**src/rtl/pbus_pkg.sv**
```systemverilog
package pbus_pkg;
  typedef enum logic [1:0] {
    MODE_SPLIT       = 2'b00,
    MODE_SPLIT_LATCH = 2'b01,
    MODE_MUXED       = 2'b10,
    MODE_SERIAL      = 2'b11
  } bus_mode_e;

  typedef enum logic [1:0] {
    ST_IDLE  = 2'd0,
    ST_ISSUE = 2'd1,
    ST_WAIT  = 2'd2,
    ST_HOLD  = 2'd3
  } acc_state_e;
endpackage

```
**src/rtl/pbus_sync.sv**
```systemverilog
module pbus_sync #(
  parameter int         W       = 4,
  parameter logic [W-1:0] RST_VAL = '0
) (
  input  logic         clk,
  input  logic         rst_n,
  input  logic [W-1:0] din,
  output logic [W-1:0] dout
);
  for (genvar i = 0; i < W; i++) begin : g_bit
    logic meta_q, sync_q;
    always_ff @(posedge clk or negedge rst_n) begin
      if (!rst_n) begin
        meta_q <= RST_VAL[i];
        sync_q <= RST_VAL[i];
      end else begin
        meta_q <= din[i];
        sync_q <= meta_q;
      end
    end
    assign dout[i] = sync_q;
  end
endmodule

```
**src/rtl/pbus_regfile.sv**
```systemverilog
module pbus_regfile #(
  parameter int AW      = 8,
  parameter int DW      = 8,
  parameter int ACK_LAT = 3
) (
  input  logic          clk,
  input  logic          rst_n,
  input  logic          req,
  input  logic [AW-1:0] addr,
  input  logic [DW-1:0] wdata,
  input  logic          we,
  output logic          ack,
  output logic [DW-1:0] rdata
);
  localparam int DEPTH = 1 << AW;
  localparam int CW    = $clog2(ACK_LAT + 1);

  logic [DW-1:0] mem [DEPTH];
  logic [CW-1:0] cnt_q, cnt_d;
  logic [AW-1:0] pend_q;

  always_comb begin
    cnt_d = cnt_q;
    if (req)                 cnt_d = CW'(ACK_LAT);
    else if (cnt_q != '0)    cnt_d = cnt_q - CW'(1);
  end

  always_ff @(posedge clk or negedge rst_n) begin
    if (!rst_n) begin
      cnt_q  <= '0;
      pend_q <= '0;
    end else begin
      cnt_q <= cnt_d;
      if (req) pend_q <= addr;
    end
  end

  always_ff @(posedge clk) begin
    if (req && we) mem[addr] <= wdata;
  end

  assign ack   = (cnt_q == CW'(1));
  assign rdata = mem[pend_q];

  // a new request never lands on one still pending
  a_r9_no_overlap: assert property (@(posedge clk) disable iff (!rst_n)
    req |-> (cnt_q == '0));
endmodule

```
**src/rtl/pbus_ctrl.sv**
```systemverilog
module pbus_ctrl
  import pbus_pkg::*;
#(
  parameter int AW = 8,
  parameter int DW = 8
) (
  input  logic          clk,
  input  logic          rst_n,
  input  bus_mode_e     mode,
  input  logic          s_cs_n,
  input  logic          s_ale,
  input  logic          s_wr_n,
  input  logic          s_rd_n,
  input  logic [AW-1:0] addr_in,
  input  logic [DW-1:0] ad_in,
  input  logic          ack,
  input  logic [DW-1:0] rdata,
  output logic          req,
  output logic [AW-1:0] req_addr,
  output logic [DW-1:0] req_wdata,
  output logic          req_we,
  output logic [DW-1:0] rd_hold,
  output logic          rdy_out,
  output logic          rdy_oe
);
  acc_state_e    state_q, state_d;
  logic          wr_q, rd_q;
  logic [AW-1:0] lat_addr_q;
  logic [AW-1:0] acc_addr_q;
  logic [DW-1:0] acc_wdata_q;
  logic          acc_we_q;

  logic          wr_fall, rd_fall, port_on, start, lat_en, cap_rd, strobe_up;
  logic [AW-1:0] lat_d, acc_addr_d;

  assign wr_fall    = wr_q & ~s_wr_n;
  assign rd_fall    = rd_q & ~s_rd_n;
  assign port_on    = (mode != MODE_SERIAL) & ~s_cs_n;
  assign start      = (state_q == ST_IDLE) & port_on & (wr_fall | rd_fall);
  assign lat_en     = ((mode == MODE_SPLIT_LATCH) | (mode == MODE_MUXED)) & ~s_cs_n & s_ale;
  assign lat_d      = (mode == MODE_MUXED) ? ad_in[AW-1:0] : addr_in;
  assign acc_addr_d = (mode == MODE_SPLIT) ? addr_in : lat_addr_q;
  assign cap_rd     = (state_q == ST_WAIT) & ack;
  assign strobe_up  = acc_we_q ? s_wr_n : s_rd_n;

  always_comb begin
    state_d = state_q;
    unique case (state_q)
      ST_IDLE:  if (start)     state_d = ST_ISSUE;
      ST_ISSUE:                state_d = ST_WAIT;
      ST_WAIT:  if (ack)       state_d = ST_HOLD;
      ST_HOLD:  if (strobe_up) state_d = ST_IDLE;
      default:                 state_d = ST_IDLE;
    endcase
  end

  always_ff @(posedge clk or negedge rst_n) begin
    if (!rst_n) begin
      state_q     <= ST_IDLE;
      wr_q        <= 1'b1;
      rd_q        <= 1'b1;
      lat_addr_q  <= '0;
      acc_addr_q  <= '0;
      acc_wdata_q <= '0;
      acc_we_q    <= 1'b0;
      rd_hold     <= '0;
    end else begin
      state_q <= state_d;
      wr_q    <= s_wr_n;
      rd_q    <= s_rd_n;
      if (lat_en) lat_addr_q <= lat_d;
      if (start) begin
        acc_addr_q  <= acc_addr_d;
        acc_wdata_q <= ad_in;
        acc_we_q    <= wr_fall;
      end
      if (cap_rd) rd_hold <= rdata;
    end
  end

  assign req       = (state_q == ST_ISSUE);
  assign req_addr  = acc_addr_q;
  assign req_wdata = acc_wdata_q;
  assign req_we    = acc_we_q;
  assign rdy_oe    = (state_q != ST_IDLE);
  assign rdy_out   = (state_q == ST_HOLD);

  // request is a one-cycle pulse
  a_r9_req_one_cycle: assert property (@(posedge clk) disable iff (!rst_n)
    req |=> !req);
  // ready goes high only after the register file answered
  a_r7_rdy_after_ack: assert property (@(posedge clk) disable iff (!rst_n)
    $rose(rdy_out) |-> $past(ack));
  // the ready pin is released only after it showed completion
  a_r8_release_after_done: assert property (@(posedge clk) disable iff (!rst_n)
    $fell(rdy_oe) |-> $past(rdy_out));
  // no access begins while chip select is high
  a_r5_cs_blocks_start: assert property (@(posedge clk) disable iff (!rst_n)
    (state_q == ST_IDLE && s_cs_n) |=> (state_q != ST_ISSUE));
  // serial mode keeps the parallel port idle
  a_r4_serial_idle: assert property (@(posedge clk) disable iff (!rst_n)
    (state_q == ST_IDLE && mode == MODE_SERIAL) |=> (state_q == ST_IDLE));
endmodule

```
**src/rtl/pbus_port.sv**
```systemverilog
module pbus_port
  import pbus_pkg::*;
#(
  parameter int AW      = 8,
  parameter int DW      = 8,
  parameter int ACK_LAT = 3
) (
  input  logic          clk,
  input  logic          rst_n,
  input  logic [1:0]    mode,
  input  logic          cs_n,
  input  logic          ale,
  input  logic          wr_n,
  input  logic          rd_n,
  input  logic [AW-1:0] addr_in,
  input  logic [DW-1:0] ad_in,
  output logic [DW-1:0] ad_out,
  output logic          ad_oe,
  output logic          rdy_out,
  output logic          rdy_oe
);
  localparam int          NSYNC    = 4;
  localparam logic [NSYNC-1:0] SYNC_RST = 4'b1011;  // cs_n, ale, wr_n, rd_n

  logic       rst_m_q, rst_s_q;
  logic [NSYNC-1:0] raw_pins, s_pins;
  bus_mode_e  mode_e;

  logic          req, req_we, ack;
  logic [AW-1:0] req_addr;
  logic [DW-1:0] req_wdata, rdata;

  always_ff @(posedge clk or negedge rst_n) begin
    if (!rst_n) begin
      rst_m_q <= 1'b0;
      rst_s_q <= 1'b0;
    end else begin
      rst_m_q <= 1'b1;
      rst_s_q <= rst_m_q;
    end
  end

  assign mode_e   = bus_mode_e'(mode);
  assign raw_pins = {cs_n, ale, wr_n, rd_n};

  pbus_sync #(.W(NSYNC), .RST_VAL(SYNC_RST)) u_sync (
    .clk  (clk),
    .rst_n(rst_s_q),
    .din  (raw_pins),
    .dout (s_pins)
  );

  pbus_ctrl #(.AW(AW), .DW(DW)) u_ctrl (
    .clk      (clk),
    .rst_n    (rst_s_q),
    .mode     (mode_e),
    .s_cs_n   (s_pins[3]),
    .s_ale    (s_pins[2]),
    .s_wr_n   (s_pins[1]),
    .s_rd_n   (s_pins[0]),
    .addr_in  (addr_in),
    .ad_in    (ad_in),
    .ack      (ack),
    .rdata    (rdata),
    .req      (req),
    .req_addr (req_addr),
    .req_wdata(req_wdata),
    .req_we   (req_we),
    .rd_hold  (ad_out),
    .rdy_out  (rdy_out),
    .rdy_oe   (rdy_oe)
  );

  pbus_regfile #(.AW(AW), .DW(DW), .ACK_LAT(ACK_LAT)) u_regs (
    .clk  (clk),
    .rst_n(rst_s_q),
    .req  (req),
    .addr (req_addr),
    .wdata(req_wdata),
    .we   (req_we),
    .ack  (ack),
    .rdata(rdata)
  );

  assign ad_oe = ~cs_n & ~rd_n & (mode_e != MODE_SERIAL);
endmodule

```
**config.mk**
```make
export PLATFORM = sky130hd
export DESIGN_NAME = pbus_port
export DESIGN_NICKNAME = d
export VERILOG_FILES = /design/src/rtl/pbus_pkg.sv /design/src/rtl/pbus_sync.sv /design/src/rtl/pbus_regfile.sv /design/src/rtl/pbus_ctrl.sv /design/src/rtl/pbus_port.sv
export SDC_FILE = /design/constraint.sdc
export NUM_CORES = 2
export LEC_CHECK = 0
export BUFFER_PORTS_ARGS = -buffer_cell sky130_fd_sc_hd__buf_2
export CORE_MARGIN = 10
export CORE_UTILIZATION = 45
export CTS_CLUSTER_DIAMETER = 50
export DETAILED_ROUTE_END_ITERATION = 16
export PLACE_DENSITY = 0.68
export SLEW_MARGIN = 30
export SYNTH_ARGS = -nofsm -noshare
export SYNTH_HDL_FRONTEND = slang
export SYNTH_SLANG_ARGS = --single-unit
```
**constraint.sdc**
```tcl
create_clock -name clk -period 1.75 [get_ports clk]
set_input_delay 0 -clock clk [delete_from_list [all_inputs] [get_ports clk]]
set_output_delay 0 -clock clk [all_outputs]
set_load 0.1 [all_outputs]
```
Yosys cells after proc, flatten, opt, wreduce, memory -nomap -nowiden
Memory sizes are Yosys's and may differ from the RTL's. A register that Yosys moved wholly into a read port is not among the register bits.
Index checks and enable logic that the tools add are counted.
- bits in registers: 49
- ROM bits: 0
- output and inout bits: 11
- bits of input ports: 24
- latch bits: 0
- word-level logic and storage cells: 67
- memories kept: 1
- RAM bits: 2048
- memories (name ; depth ; bits a word ; rd ports ; clocked after Yosys merged registers in ; wr ports ; line ; text):
    u_regs.mem ; 256 ; 8 ; 1 ; 1 ; 1 ; pbus_regfile.sv:18 ; logic [DW-1:0] mem [DEPTH];
- muxes and demuxes: 11
- reduce and logical (&&, ||, !) cells: 8
- $mul: 0
- add/sub/neg operators: 1
- bitwise logic cells: 17
- $lt $le $gt $ge: 0
- divide/modulo/power cells: 0
- shift operators: 0
- equality and inequality tests: 10
- operators with widths (operator ; count):
    two-way mux 8 bit ; 2
    AND 1 bit ; 10
    two-way mux 2 bit ; 5
    case mux 2 bit (4 select lines) ; 1
    == test 2 x 1 -> 1 bit (second input constant) ; 3
    == test 2 bit (second input constant) ; 3
    != test 2 x 1 -> 1 bit (second input constant) ; 3
    nonzero test 2 bit ; 3
    inverter 1 bit ; 5
    zero test 2 bit ; 2
    two-way mux 1 bit ; 3
    AND reduction 3 bit ; 1
    != test 2 bit (second input constant) ; 1
    bitwise OR 1 bit ; 2
    subtractor 2 x 1 -> 2 bit (second input constant) ; 1
    logical AND 1 bit ; 1
    zero test 1 bit ; 1

Logic depth before layout (Yosys ltp)
- depth in word-level cells: 6
- depth in mapped cells: 12
- gate-level depth less buffers: 8

Cells and area by module
A second synthesis with hierarchy kept.
- cells, all modules: 3918
- area, all modules: 81901.0 um^2
- modules (own cells, without submodules) (module ; times used ; area each (um^2) ; cells each ; sequential area each (um^2)):
    pbus_regfile ; 1 ; 79951.7 ; 3771 ; 61749.2
    pbus_ctrl ; 1 ; 1645.3 ; 131 ; 928.4
    pbus_sync ; 1 ; 237.7 ; 12 ; 207.7
    pbus_port ; 1 ; 66.3 ; 4 ; 50.0

Worst setup path before layout
No wires, ideal clock.
- path kind: flip-flop to flip-flop
- start point: register u_ctrl.acc_wdata_q[0], in the netlist u_ctrl.req_wdata[0]
- end point: memory u_regs.mem[0][0], data pin
- path buffers: 0
- data required time: 947 ps
- period minus slack after synthesis: 3982 ps
- data arrival time: 3179 ps
- library setup time: 803 ps
- setup slack: -2232 ps
- stages on the path, launching flop included: 1
- cells stage by stage: dfrtp_1
- RTL lines (item ; line ; text):
    start, declared ; pbus_ctrl.sv:30 ; logic [DW-1:0] acc_wdata_q;
    start signal, assigned ; pbus_ctrl.sv:74 ; acc_wdata_q <= ad_in;
    end, declared ; pbus_regfile.sv:18 ;
No word-level cell before the write port.

==> metrics.cfg <==
[sta]
post-route-min-period_ns=2.96
worst_pin_slew_ns=0.620
max_freq_mhz=338
rsz0062_at_grt=yes
finalHoldViolations=0
slew_violations=0
whs_ns=0.0752
finalSetupViolCount=2086
finalCritPeriodShare_pct=169
worst_slack_ns=-1.21
clock_skew_ns=0.0445
slew_headroom_pct=58.3

[die]
core_area_mm2=0.183
io_pins=35
dieArea_mm2=0.201
die_h_um=448
die_w_um=448
start_util_pct=45.1
row_count=157

[clocking]
cts-htree-levels=4
clock-root-buffer=clkbuf_16
cts.sinks=2105
clkLatencyLatePin_ns=0.85
clkSlewWorstSetupHoldPaths_ns=0.06
cts_tree=done
clock_tree.buffer_depth=3
numCtsBuffers=212

[worst_setup_path]
startpoint_type=flop
arrival_ns=3.75
reg2reg_to=u_ctrl.rd_hold[2]
cp_slowest_cell=dfrtp_4
path_delay_family=simple AND/OR/NAND/NOR gates
reg2regPathDepth=11
r2r_start=u_regs.pend_q[0]
critPathMaxStageDelay_ns=0.51
ff2ff_setup_slack_ns=-1.21
critPathBufInv=5
path_max_fanout=7
crit_required_ns=2.53
worstPathCellList=buf_12, buf_8, clkbuf_16, buf_4, mux2i_1, o221ai_2, a21oi_2, or4_4, nor4_4, buf_4, a221o_1
end_kind=flop
cpMostUsedCell=buf_4
crit_type=flop to flop

[yosys]
ys_seq_area_share_pct=76.3
ys_seq_elements=2105
syn-cell-area_mm2=0.0825
syn_inst=4129
yosysWarnings=0
synth_cell_types=74
synth_edf_count=2048
syn_avg_cell_area_um2=20.0
ys.flop_type=edfxtp_1
syn-num-nets=4162
async_flop_share_pct=2.71

[run]
max_cap_viol_count=0

[hold_path]
hold_start=addr_in[0]
hold_path.class=input port to flop
hold_end=u_ctrl.req_addr[0]
hold_depth=4

[grt]
grt_start_max_net_pins=113
grt_overflow=0
grt_pass1_wl_um=327000
grt_pass1_vias=45545
grt_use_total_pct=22.4
antenna_found_initial=2

[detailed_routing]
drtIter0Drc=6439
viasPerCell=6.09
via_count=46530
drc=0
ant_nets=0
avgRoutedWirePerCell_um=30.4
routed_wl_um=232000
firstDrtPassIters=6

[layout]
fill_cells=13132
seqCellArea_mm2=0.0630
layout-drive-gt1-share_pct=37.1
fin_nets=5103
final_util_pct=57.0
multiInputGateArea_mm2=0.0201
syn_to_final_growth_pct=26.3

[outcome]
violations=negative setup slack
run_status=finished with violations

[pwr]
seq_power_share_pct=40.6
leakage_nw=33.9
internal_power_mw=109
sw_frac_of_total_pct=31.7
max-vdd-ir-drop_mv=1.60
clockPowerShare_pct=28.8
p_comb_share_pct=30.6
p_sw_mw=50.6
power_density_mw_per_mm2=1530

[place]
dp_hpwl_um=148000
io_buffers=34
gp_congestion=0.889

[kinds of logic (layout without fill, tap and decap cells)]
| group | after synthesis | count (layout) | synth area share [%] |
|---|---|---|---|
| compound gates | 473 | 473 | 4.02 |
| xor+xnor | 1 | 1 | 0.0106 |
| fa+ha+maj | 9 | 9 | 0.137 |
| buf+inv | 267 | 1389 | 2.22 |
| flops | 2105 | 2105 | 76.3 |
| mux | 729 | 729 | 14.4 |
| other cells | 1 | 2 | 0.00455 |
| simple gates | 544 | 544 | 2.85 |
[metrics by stage]
step	setup TNS [ns]	std cells	total power, mW	cell area (um2)	worst slack (ns)
2_1_floorplan	-2458.46	4129	88.5	83300	-0.657
3_3_place_gp	-677.09	7107	109	93100	-1.91
3_5_place_dp	-745.19	7107	110	93100	-1.79
4_1_cts	-592.11	7594	158	102000	-1.20
5_1_grt	-782.23	7636	164	104000	-1.24
6_report	-654.24	7637	160	104000	-1.21
[synthesized netlist by cell type (all sizes together), types with 4 or more instances]
library cell,n,area [um2]
dfstp,8,210
a31oi,9,56.3
nand2,118,445
nor4,12,75.1
mux2,16,180
buf,149,1290
o221ai,68,602
o31ai,4,30.0
a22o,4,35.0
a2111oi,9,91.3
o21ai,54,270
mux4,353,8120
a211oi,44,330
dfrtp,49,1230
a21boi,8,60.1
nand3,46,235
nand4,14,87.6
nor2b,12,75.1
a221o,4,40.0
a21oi,50,250
nor2,287,1080
inv,12,45.1
o22ai,112,701
nand2b,6,37.5
ha,9,113
o32ai,4,35.0
nand3b,5,37.5
edfxtp,2048,61500
a211o,10,87.6
nor3,18,90.1
and2,6,37.5
a22oi,74,556
clkbuf,105,484
mux2i,360,3600
or3,6,37.5
[tightest hold or removal path, delay by kind of cell]
| kind | cells | cell delay [ns] |
|---|---|---|
| multiplexers | 1 | 0.08 |
| buffers and inverters | 2 | 0.65 |
| AO/OA/AOI/OAI | 1 | 0.14 |
[power groups by stage]
| stage | sequential (mW) | clock [mW] | combinational (mW) |
|---|---|---|---|
| 3_3_place_gp | 65.9 | 0 | 42.8 |
| 3_5_place_dp | 65.9 | 0 | 43.7 |
| 2_1_floorplan | 69.5 | 0 | 19.0 |
| 4_1_cts | 64.9 | 46.5 | 46.4 |
| 5_1_grt | 65.0 | 48.5 | 50.8 |
| 6_report | 64.9 | 46.0 | 48.9 |
[layer usage]
metal	track usage (%)	part of all wire [%]	up-vias
li1	-	-	18990
met1	30.7	38	24306
met2	35.2	47	2792
met3	4.59	10	440
met4	8.96	4.3	2
met5	0	0.0065	-
[cells in the final DEF (no fill, tap or decap), types with 26 or more instances in the layout]
| master | count |
|---|---|
| clkinv_2 | 41 |
| mux4_2 | 315 |
| nor2_4 | 159 |
| clkbuf_16 | 225 |
| a22oi_1 | 57 |
| buf_8 | 32 |
| edfxtp_1 | 2048 |
| clkbuf_1 | 38 |
| buf_12 | 192 |
| nor2_1 | 103 |
| a21oi_1 | 40 |
| dlygate4sd3_1 | 55 |
| o221ai_1 | 48 |
| o22ai_1 | 98 |
| clkinv_1 | 42 |
| nand3_1 | 28 |
| nand2_1 | 112 |
| buf_6 | 80 |
| buf_4 | 561 |
| buf_2 | 33 |
| mux2i_1 | 355 |
| mux4_1 | 38 |
| o21ai_0 | 40 |
| dfrtp_1 | 36 |
| bufinv_16 | 26 |
[final cells by class]
| cell class | instances | area share, % |
|---|---|---|
| Inverter | 12 | 0.0517 |
| Sequential cell | 2105 | 60.5 |
| Multi-Input combinational cell | 1757 | 19.3 |
| Clock buffer | 258 | 5.35 |
| Antenna cell | 1 | 0.00240 |
| Clock inverter | 137 | 1.46 |
| Timing Repair Buffer | 982 | 10.5 |
| Tap cell | 2385 | 2.87 |
[sequential cells by signal, indices dropped and copies added, names as in the netlist, 4 cells and up]
signal               cells
u_regs.mem            2048
u_ctrl.lat_addr_q        8
u_ctrl.rd_hold           8
u_ctrl.req_wdata         8
u_regs.pend_q            8
u_sync.g_bit.sync_q      4
u_ctrl.req_addr          8
u_sync.g_bit.meta_q      4
[worst max path at each step]
stage          depth (start not counted)  slack (ns)                end                 from
5_1_grt                               12       -1.24  u_ctrl.rd_hold[6]     u_regs.pend_q[0]
4_1_cts                               11       -1.20  u_ctrl.rd_hold[4]     u_regs.pend_q[0]
3_5_place_dp                          10       -1.79  u_ctrl.rd_hold[6]     u_regs.pend_q[0]
2_1_floorplan                          0       -0.66   u_regs.mem[0][0]  u_ctrl.req_wdata[0]
6_report                              11       -1.21  u_ctrl.rd_hold[2]     u_regs.pend_q[0]
3_3_place_gp                          10       -1.91  u_ctrl.rd_hold[6]     u_regs.pend_q[0]
[timing repair]
action,CTS,global route
hold buffers,55,0
endpoints found under the setup margin,2085,2087
buffers inserted,30,31
gates cloned,8,13
gates resized for setup,230,292
pin swaps,54,82
endpoints found under the hold margin,33,0
No activity file was read; power rests on OpenSTA's default activity.
